### src/rtl/pinbank_pkg.sv
package pinbank_pkg;
  localparam int ADDR_W = 8;

  // Register offsets (software-visible map)
  localparam logic [ADDR_W-1:0] OFS_REV      = 8'h00;
  localparam logic [ADDR_W-1:0] OFS_SYSCFG   = 8'h10;
  localparam logic [ADDR_W-1:0] OFS_SYSSTAT  = 8'h14;
  localparam logic [ADDR_W-1:0] OFS_STAT     = 8'h18;
  localparam logic [ADDR_W-1:0] OFS_IEN      = 8'h1C;
  localparam logic [ADDR_W-1:0] OFS_WEN      = 8'h28;
  localparam logic [ADDR_W-1:0] OFS_DIN      = 8'h2C;
  localparam logic [ADDR_W-1:0] OFS_DOUT     = 8'h30;
  localparam logic [ADDR_W-1:0] OFS_DIR      = 8'h34;
  localparam logic [ADDR_W-1:0] OFS_EMODE_LO = 8'h38;
  localparam logic [ADDR_W-1:0] OFS_EMODE_HI = 8'h3C;
  localparam logic [ADDR_W-1:0] OFS_IEN_CLR  = 8'h9C;
  localparam logic [ADDR_W-1:0] OFS_WEN_CLR  = 8'hA8;
  localparam logic [ADDR_W-1:0] OFS_DOUT_CLR = 8'hB0;
  localparam logic [ADDR_W-1:0] OFS_IEN_SET  = 8'hDC;
  localparam logic [ADDR_W-1:0] OFS_WEN_SET  = 8'hE8;
  localparam logic [ADDR_W-1:0] OFS_DOUT_SET = 8'hF0;

  // Bit positions inside a two-bit edge field
  localparam int RISE_BIT = 1;
  localparam int FALL_BIT = 0;

  typedef enum logic [1:0] {
    UPD_KEEP,
    UPD_LOAD,
    UPD_SET,
    UPD_CLR
  } upd_op_e;

  function automatic logic [15:0] apply_upd(input logic [15:0] cur,
                                            input logic [15:0] val,
                                            input upd_op_e op);
    case (op)
      UPD_LOAD: return val;
      UPD_SET:  return cur | val;
      UPD_CLR:  return cur & ~val;
      default:  return cur;
    endcase
  endfunction
endpackage

### src/rtl/pinbank_sync.sv
module pinbank_sync #(
  parameter int W      = 16,
  parameter int STAGES = 2
) (
  input  logic         clk,
  input  logic         rst,
  input  logic [W-1:0] d,
  output logic [W-1:0] q
);
  logic [W-1:0] stg_q [STAGES];

  always_ff @(posedge clk) begin
    if (rst) begin
      for (int i = 0; i < STAGES; i++) stg_q[i] <= '0;
    end else begin
      stg_q[0] <= d;
      for (int i = 1; i < STAGES; i++) stg_q[i] <= stg_q[i-1];
    end
  end

  assign q = stg_q[STAGES-1];
endmodule

### src/rtl/pinbank_edge.sv
module pinbank_edge
  import pinbank_pkg::*;
#(
  parameter int PINS = 16
) (
  input  logic            clk,
  input  logic            rst,
  input  logic [PINS-1:0] level,
  input  logic [PINS-1:0] mode_lo,
  input  logic [PINS-1:0] mode_hi,
  output logic [PINS-1:0] hit
);
  localparam int HALF = PINS / 2;

  logic [PINS-1:0] prev_q;

  always_ff @(posedge clk) begin
    if (rst) prev_q <= '0;
    else     prev_q <= level;
  end

  for (genvar p = 0; p < PINS; p++) begin : g_pin
    localparam int SLOT = p % HALF;
    logic [1:0] fld;
    if (p < HALF) begin : g_lo
      assign fld = mode_lo[2*SLOT +: 2];
    end else begin : g_hi
      assign fld = mode_hi[2*SLOT +: 2];
    end
    assign hit[p] = (fld[RISE_BIT] &  level[p] & ~prev_q[p]) |
                    (fld[FALL_BIT] & ~level[p] &  prev_q[p]);
  end
endmodule

### src/rtl/pinbank_ctrl.sv
module pinbank_ctrl
  import pinbank_pkg::*;
#(
  parameter int PINS      = 16,
  parameter int REV_MAJOR = 2,
  parameter int REV_MINOR = 1
) (
  input  logic              clk,
  input  logic              rst,
  input  logic              reg_en,
  input  logic              reg_wr,
  input  logic [ADDR_W-1:0] reg_addr,
  input  logic [PINS-1:0]   reg_wdata,
  output logic [PINS-1:0]   reg_rdata,
  input  logic [PINS-1:0]   pin_in,
  output logic [PINS-1:0]   pin_out,
  output logic [PINS-1:0]   pin_dir,
  output logic              irq_out,
  output logic              wake_out
);
  localparam logic [PINS-1:0] REV_WORD  = PINS'({4'(REV_MAJOR), 4'(REV_MINOR)});
  localparam logic [PINS-1:0] DONE_WORD = PINS'(1);

  logic [PINS-1:0] dout_q, dir_q, ien_q, wen_q, stat_q, sysc_q;
  logic [PINS-1:0] emode_lo_q, emode_hi_q;
  logic [PINS-1:0] pin_sync, hit, clr_mask, rd_mux;
  logic            wr_req, rd_req;
  upd_op_e         dout_op, ien_op, wen_op;

  assign wr_req = reg_en &  reg_wr;
  assign rd_req = reg_en & ~reg_wr;

  pinbank_sync #(.W(PINS), .STAGES(2)) u_sync (
    .clk (clk),
    .rst (rst),
    .d   (pin_in),
    .q   (pin_sync)
  );

  pinbank_edge #(.PINS(PINS)) u_edge (
    .clk     (clk),
    .rst     (rst),
    .level   (pin_sync),
    .mode_lo (emode_lo_q),
    .mode_hi (emode_hi_q),
    .hit     (hit)
  );

  // Decode of the three alias families
  always_comb begin
    dout_op = UPD_KEEP;
    ien_op  = UPD_KEEP;
    wen_op  = UPD_KEEP;
    if (wr_req) begin
      case (reg_addr)
        OFS_DOUT:     dout_op = UPD_LOAD;
        OFS_DOUT_SET: dout_op = UPD_SET;
        OFS_DOUT_CLR: dout_op = UPD_CLR;
        OFS_IEN:      ien_op  = UPD_LOAD;
        OFS_IEN_SET:  ien_op  = UPD_SET;
        OFS_IEN_CLR:  ien_op  = UPD_CLR;
        OFS_WEN:      wen_op  = UPD_LOAD;
        OFS_WEN_SET:  wen_op  = UPD_SET;
        OFS_WEN_CLR:  wen_op  = UPD_CLR;
        default: ;
      endcase
    end
  end

  always_ff @(posedge clk) begin
    if (rst) begin
      dout_q <= '0;
      ien_q  <= '0;
      wen_q  <= '0;
    end else begin
      dout_q <= apply_upd(dout_q, reg_wdata, dout_op);
      ien_q  <= apply_upd(ien_q,  reg_wdata, ien_op);
      wen_q  <= apply_upd(wen_q,  reg_wdata, wen_op);
    end
  end

  // Plain read/write control words
  always_ff @(posedge clk) begin
    if (rst) begin
      dir_q      <= '1;
      emode_lo_q <= '0;
      emode_hi_q <= '0;
      sysc_q     <= '0;
    end else if (wr_req) begin
      case (reg_addr)
        OFS_DIR:      dir_q      <= reg_wdata;
        OFS_EMODE_LO: emode_lo_q <= reg_wdata;
        OFS_EMODE_HI: emode_hi_q <= reg_wdata;
        OFS_SYSCFG:   sysc_q     <= reg_wdata;
        default: ;
      endcase
    end
  end

  // Sticky status: a fresh edge outranks a clear on the same edge
  assign clr_mask = (wr_req && reg_addr == OFS_STAT) ? reg_wdata : '0;

  always_ff @(posedge clk) begin
    if (rst) stat_q <= '0;
    else     stat_q <= (stat_q & ~clr_mask) | hit;
  end

  always_ff @(posedge clk) begin
    if (rst) begin
      irq_out  <= 1'b0;
      wake_out <= 1'b0;
    end else begin
      irq_out  <= |(stat_q & ien_q);
      wake_out <= |(stat_q & wen_q);
    end
  end

  always_comb begin
    case (reg_addr)
      OFS_REV:      rd_mux = REV_WORD;
      OFS_SYSCFG:   rd_mux = sysc_q;
      OFS_SYSSTAT:  rd_mux = DONE_WORD;
      OFS_STAT:     rd_mux = stat_q;
      OFS_IEN:      rd_mux = ien_q;
      OFS_WEN:      rd_mux = wen_q;
      OFS_DIN:      rd_mux = pin_sync;
      OFS_DOUT:     rd_mux = dout_q;
      OFS_DIR:      rd_mux = dir_q;
      OFS_EMODE_LO: rd_mux = emode_lo_q;
      OFS_EMODE_HI: rd_mux = emode_hi_q;
      default:      rd_mux = '0;
    endcase
  end

  always_ff @(posedge clk) begin
    if (rst)         reg_rdata <= '0;
    else if (rd_req) reg_rdata <= rd_mux;
  end

  assign pin_out = dout_q;
  assign pin_dir = dir_q;
endmodule

### config.mk
export PLATFORM = sky130hd
export DESIGN_NAME = pinbank_ctrl
export DESIGN_NICKNAME = d
export VERILOG_FILES = /design/src/rtl/pinbank_pkg.sv /design/src/rtl/pinbank_sync.sv /design/src/rtl/pinbank_edge.sv /design/src/rtl/pinbank_ctrl.sv
export SDC_FILE = /design/constraint.sdc
export NUM_CORES = 1
export LEC_CHECK = 0
export BUFFER_PORTS_ARGS = -buffer_cell sky130_fd_sc_hd__buf_2
export CORE_UTILIZATION = 39
export CTS_BUF_LIST = sky130_fd_sc_hd__clkbuf_8
export DETAILED_ROUTE_END_ITERATION = 8
export SETUP_SLACK_MARGIN = 0.02
export SLEW_MARGIN = 15
export SYNTH_ARGS = -nofsm -noshare
export SYNTH_HDL_FRONTEND = slang
export SYNTH_HIERARCHICAL = 1
export SYNTH_SLANG_ARGS = --single-unit
### constraint.sdc
create_clock -name clk -period 2.6 [get_ports clk]
set_clock_uncertainty 0.1 [all_clocks]
set_input_delay 0.52 -clock clk [delete_from_list [all_inputs] [get_ports clk]]
set_output_delay 0.52 -clock clk [all_outputs]
set_load 0.005 [all_outputs]
### Word-level counts from Yosys, hierarchy flattened

Memories as Yosys holds them, arrays and structs flattened.
Cells that the tools add are included.

* flip-flop bits (word level): 162
* RAM bits: 32
* bits of input ports: 44
* output and inout port bits: 50
* memories kept: 1

Memories
* u_sync.stg_q: words 2, bits a word 16, rd ports 2, clocked after Yosys merged registers in 0, write ports 2, RTL line pinbank_sync.sv:10 `logic [W-1:0] stg_q [STAGES];`

* eq/ne operators: 25
* muxes and demuxes: 16
* bitwise logic cells: 129
* reduce and logical (&&, ||, !) cells: 11

Operator list (count)
* one-hot mux 16 bit (11 select lines): 1
* one-hot mux 16 bit (3 select lines): 3
* AND 16 bit: 6
* AND 1 bit: 66
* bitwise OR 16 bit: 4
* == test 8 x 6 -> 1 bit, second input constant: 6
* == test 8 bit, second input constant: 6
* 2-to-1 mux 16 bit: 3
* inverter 1 bit: 33
* == test 8 x 5 -> 1 bit, second input constant: 4
* inverter 16 bit: 2
* OR reduction 16 bit: 2
* bitwise OR 1 bit: 18
* one-hot mux 2 bit (3 select lines): 3
* == test 2 bit, second input constant: 6
* nonzero test 3 bit: 3
* zero test 8 bit: 1
* AND reduction 2 bit: 4
* == test 2 x 1 -> 1 bit, second input constant: 3
* 2-to-1 mux 2 bit: 3
* 2-to-1 mux 1 bit: 3
* logical AND 1 bit: 1

### Logic depth before layout (Yosys ltp)

* depth in word-level cells: 6
* depth in mapped cells: 8
* depth with buffers taken out: 5

### Cells and area by module

The synthesis kept the hierarchy.

Modules (own cells, without submodules)
* pinbank_ctrl: times used 1, cells an instance 840, area each 6812.8 µm²
* pinbank_sync: times used 1, cells an instance 83, area each 983.4 µm²
* pinbank_edge: times used 1, cells an instance 81, area each 684.4 µm²

### Worst setup path before layout

Ideal clock, no wire load.

* path kind: input-to-reg
* start: in reg_addr[3]
* end: reg emode_lo_q[10]
* arrival time: 1.900 ns
* required time: 2.368 ns
* slack: 0.468 ns
* stages: 7
* path buffers: 3
* cell sequence: buf_4 -> or4b_4 -> or3_1 -> buf_2 -> buf_6 -> nand2_1 -> a21oi_1

* word-level cells in the longest chain between the ends: 2

Ends and longest elaborated chain
* start: declaration: RTL line pinbank_ctrl.sv:12 `input logic [ADDR_W-1:0] reg_addr,`
* == test 8 x 6 -> 1 bit: RTL line pinbank_ctrl.sv:90 `case (reg_addr)`
* AND reduction 2 bit (no source line)
* end signal: assignment: RTL line pinbank_ctrl.sv:92 `OFS_EMODE_LO: emode_lo_q <= reg_wdata;`
* end: declaration: RTL line pinbank_ctrl.sv:25 `logic [PINS-1:0] emode_lo_q, emode_hi_q;`

No other way between the ends.
A chain may end at the register's enable or synchronous reset.

### Worst setup path after layout

* start: in reg_addr[2]
* end: reg reg_rdata[5]

* word-level cells in the longest chain between the ends: 2
* elaborated cells between the ends (all ways): 12

Ends and longest elaborated chain
* == test 8 x 6 -> 1 bit, or another cell as far along: RTL line pinbank_ctrl.sv:119 `case (reg_addr)`
* one-hot mux 16 bit (11 select lines) (*): RTL line pinbank_ctrl.sv:119
* end signal: assignment: RTL line pinbank_ctrl.sv:137 `else if (rd_req) reg_rdata <= rd_mux;`
* end: declaration: RTL line pinbank_ctrl.sv:14 `output logic [PINS-1:0] reg_rdata,`

Mark *: on every way between the ends. The rest lies on a longest branch, timed or not.

==> results by group <==
Clocking
  – Clock H-tree levels: 4
  – Clock Tree Buf Depth: 2
  – Number of clock buffers inserted by TritonCTS: 17
  – # clock sinks: just under 200
  – CTS resizes: 0
  – Clock root buffer: sky130_fd_sc_hd__clkbuf_8
  – Clock input transition at the sequential cells of the worst setup and hold paths: 0.10 ns
  – Hold-fix buffers at CTS: 0
  – Clock latency of the later-clocked register in the worst-skew pair: 0.48 ns
  – Buffers inserted by post-CTS timing repair: 0
  – TritonCTS clock tree: built

Die
  – Die H: ~150 um
  – Die width: 149.5 um
  – Initial cell density of the core: 0.4009
  – Core footprint: between 20000 and 25000 sq um
  – Die area: approximately 22000 sq um
  – Top-level port count: 94
  – Site Rows: 53

Synth
  – Yosys synthesis warning count: 6
  – Number of flip-flops and latches in the synthesized netlist: 194
  – Syn nets: ~1000
  – Post-Synthesis Cell Area: 8481 sq um
  – Synth top area cells: sky130_fd_sc_hd__dfxtp_1 (46%), sky130_fd_sc_hd__nand2_1 (11%), sky130_fd_sc_hd__a21oi_1 (7.0%), sky130_fd_sc_hd__o21ai_0 (3.2%), sky130_fd_sc_hd__nor2b_1 (2.9%)
  – Instance count of the mapped netlist: 1004
  – Count of different cell masters after synthesis: 54
  – Number of enable flip-flop cells after synthesis: 0
  – Portion of synthesized cell area occupied by the leading cell type: 0.4580
  – Dominant register cell in the synthesized netlist: sky130_fd_sc_hd__dfxtp_1
  – Post-synth ARST share: 0
  – Dominant cell type by area after synthesis: sky130_fd_sc_hd__dfxtp_1
  – Register area share after synthesis: 0.4580
  – Average cell area after synthesis: 8.447 sq um

Placement
  – Count of input and output buffers: 93
  – HPWL after DPL: between 20 and 25 mm
  – Placed cells: about 1300
  – Gp weighted congestion: 0.9607

Global routing
  – GRT Residual Overflow: 0
  – Maximum number of pins on one net before global-route repair: 48
  – Number of global-route vias before repair: 7094
  – Number of antenna violations at the first check in global routing: 0
  – Wire length of the first global-routing pass: 43.14 mm
  – Tot GR Track Use: 0.2613

Pwr
  – Cell Int Power: between 0.003 and 0.004 W
  – Overall power: 0.005234 W
  – Switching part of the total power: 0.2712
  – Maximum vdd drop: 344.3 uV
  – Sequential fraction of design power: 0.579
  – Leakage Power: roughly 3.5 nW
  – Relative contribution of the clock network to total power: 0.353
  – Logic gate share of total power: 0.068
  – Pwr dens: 546.3 nW/um^2
  – Power dissipated by switching net loads: 0.001419 W

Layout
  – Number of standard cells in the layout, taps in and fillers out: 1360
  – Fraction of layout cells with a size suffix above 1: 0.2018
  – Final design utilization: 0.4529
  – Antenna diode count: 0
  – Number of fillers in the final layout: ~2100
  – Area added between synthesis and finish: 12.97%
  – Nets: 1117

STA
  – Clock period minus final worst setup slack: 2.065 ns
  – Hold_ws: 0.1418 ns
  – Worst-margin pin slew: 0.6287 ns
  – Setup total negative slack: 0 ns
  – Share of the cycle needed by the critical path after routing: 0.7942
  – Setup violation total in the final timing report: 0
  – Worst rel slew slack: 0.5809
  – Final Max Slew Viols: 0
  – Setup repair after global routing missed its margin: no
  – Max Freq: 484.3 MHz
  – Number of endpoints with negative hold slack in the final report: 0

Detailed routing
  – Routed len/inst: 20.82 um
  – Drt first pass iters: 6
  – Drt first-iter violations: 937
  – Post-detailed-route DRC marker count: 0
  – DRT antenna net count: 0
  – Total vias in the final route: between 7000 and 8000
  – Average via count per standard cell: around 5.6
  – Final Routed Wirelength: between 20 and 30 mm

Setup path
  – Critical path buffers and inverters: 3
  – Worst setup path class: in -> reg
  – Worst path cell trace: buf_2, buf_12, buf_4, and2_1, a222oi_1, nor2_1, o31ai_1, nand2_1
  – Data arrival time of the worst path: 2.33 ns
  – Required time worst endpoint: 2.87 ns
  – Maximum net fanout on the critical path: 22
  – Kind of launch point of the worst setup path: primary input
  – Highest-delay cell along the critical path: sky130_fd_sc_hd__a222oi_1
  – Worst setup EP type: flip-flop
  – Dominant delay contributor by cell family on the critical path: compound AO/OA/AOI/OAI gates
  – CP max stage delay: 0.53 ns

Min path
  – Hold/Removal Path Class: in -> reg

Run
  – Max-cap check violation count: 0

Run status
  – Outcome: finished clean
==> sequential cells by signal, indices dropped and copies added, names as in the netlist <==
name and flops:
pin_dir 16, sysc_q 16, u_sync/stg_q 32, wake_out 1, emode_lo_q 16, wen_q 16, ien_q 16, pin_out 16
stat_q 16, emode_hi_q 16, irq_out 1, reg_rdata 16, u_edge/prev_q 16
==> worst paths after layout <==
| path | from | end | slack (ns) | cells past startpoint |
|---|---|---|---|---|
| worst max-delay path | reg_addr[2] | reg_rdata[5] | 0.54 | 8 |
| worst min-delay path | pin_in[3] | u_sync/stg_q[0][3] | 0.14 | 2 |
| worst max register to register | emode_hi_q[5] | reg_rdata[5] | 0.98 | 4 |
| worst min register to register | reg_rdata[5] | reg_rdata[5] | 0.34 | 2 |
==> worst reg2reg max path, delay by kind of cell (launching register included) <==
family | cells | cell delay [ns]
flip-flops | 1 | 0.36
AO/OA/AOI/OAI | 2 | 0.88
AND/OR/NAND/NOR | 2 | 0.18
==> power groups by stage <==
stage               sequential [W]  combinational (W)  clock, W
global route               0.00303           0.000379   0.00201
floorplan                  0.00308           0.000232         0
finish                     0.00303           0.000356   0.00185
CTS                        0.00303           0.000352   0.00188
global placement           0.00310           0.000351         0
detailed placement         0.00310           0.000351         0
==> logic make-up after synthesis <==
logic type / share of synthesized area
AOI/OAI and AO/OA: 0.1928
buffers and inverters: 0.05931
DFF: 0.4580
muxes: 0.05754
and+or+nand+nor: 0.2324
==> metal layers <==
| metal | up-vias | part of all wire | global-route usage |
|---|---|---|---|
| met5 | - | 0 | 0 |
| met3 | 57 | 0.081 | 0.04360 |
| li1 | 3624 | - | - |
| met2 | 356 | 0.44 | 0.3981 |
| met4 | 0 | 0.026 | 0.08214 |
| met1 | 3641 | 0.45 | 0.3738 |
==> placed cells by master (no fill, tap or decap), drive strengths merged, types with 4 or more instances in the layout <==
master  netlist  layout
a22o         14      14
nand4         4       4
a221oi       18      18
mux4          9       9
o221ai        9       9
nand2b        4       4
nand3         8       8
a21oi       119     119
a22oi        25      25
and3          6       6
o22ai        19      19
and2b         7       7
o21ai        54      54
nand3b       16      16
nor2         51      51
buf          57     142
mux2i        15      15
dfxtp       194     194
nor3          6       6
mux2         12      12
nand2       248     248
nor2b        46      46
clkbuf       35      17
inv           1       9
==> through the flow <==
step / setup slack (ns) / cell area [sq um]
after global routing: 0.5316 / 9580
after floorplan: 0.4682 / 8481
after detailed placement: 0.1177 / 9228
after CTS: 0.6309 / 9580
after global placement: 0.1266 / 9228
final: 0.5351 / 9580
==> cell type report <==
class	count	area, sq um	area share
multi-input cells	717	4094	0.4273
flip-flops and latches	194	3884	0.4054
repair buffers	142	902.1	0.09416
well taps	275	344.1	0.03591
clock buffers	17	234.0	0.02442
clock inverters	14	118.9	0.01241
inverters	1	3.754	0.0003918
==> synth_stat cells, types with 7 or more instances <==
master                     instances
sky130_fd_sc_hd__mux4_2            9
sky130_fd_sc_hd__a221oi_1         18
sky130_fd_sc_hd__mux2_2           12
sky130_fd_sc_hd__nand2_1         248
sky130_fd_sc_hd__nor2b_1          39
sky130_fd_sc_hd__nor2_1           50
sky130_fd_sc_hd__nand3_1           8
sky130_fd_sc_hd__a22o_1           14
sky130_fd_sc_hd__o221ai_1          9
sky130_fd_sc_hd__buf_2            28
sky130_fd_sc_hd__clkbuf_1         33
sky130_fd_sc_hd__o21ai_0          54
sky130_fd_sc_hd__o22ai_1          19
sky130_fd_sc_hd__dfxtp_1         194
sky130_fd_sc_hd__buf_4            25
sky130_fd_sc_hd__nor2b_2           7
sky130_fd_sc_hd__a22oi_1          25
sky130_fd_sc_hd__mux2i_1          15
sky130_fd_sc_hd__a21oi_1         119
sky130_fd_sc_hd__nand3b_1         16
(Power assumes the default switching activity.)
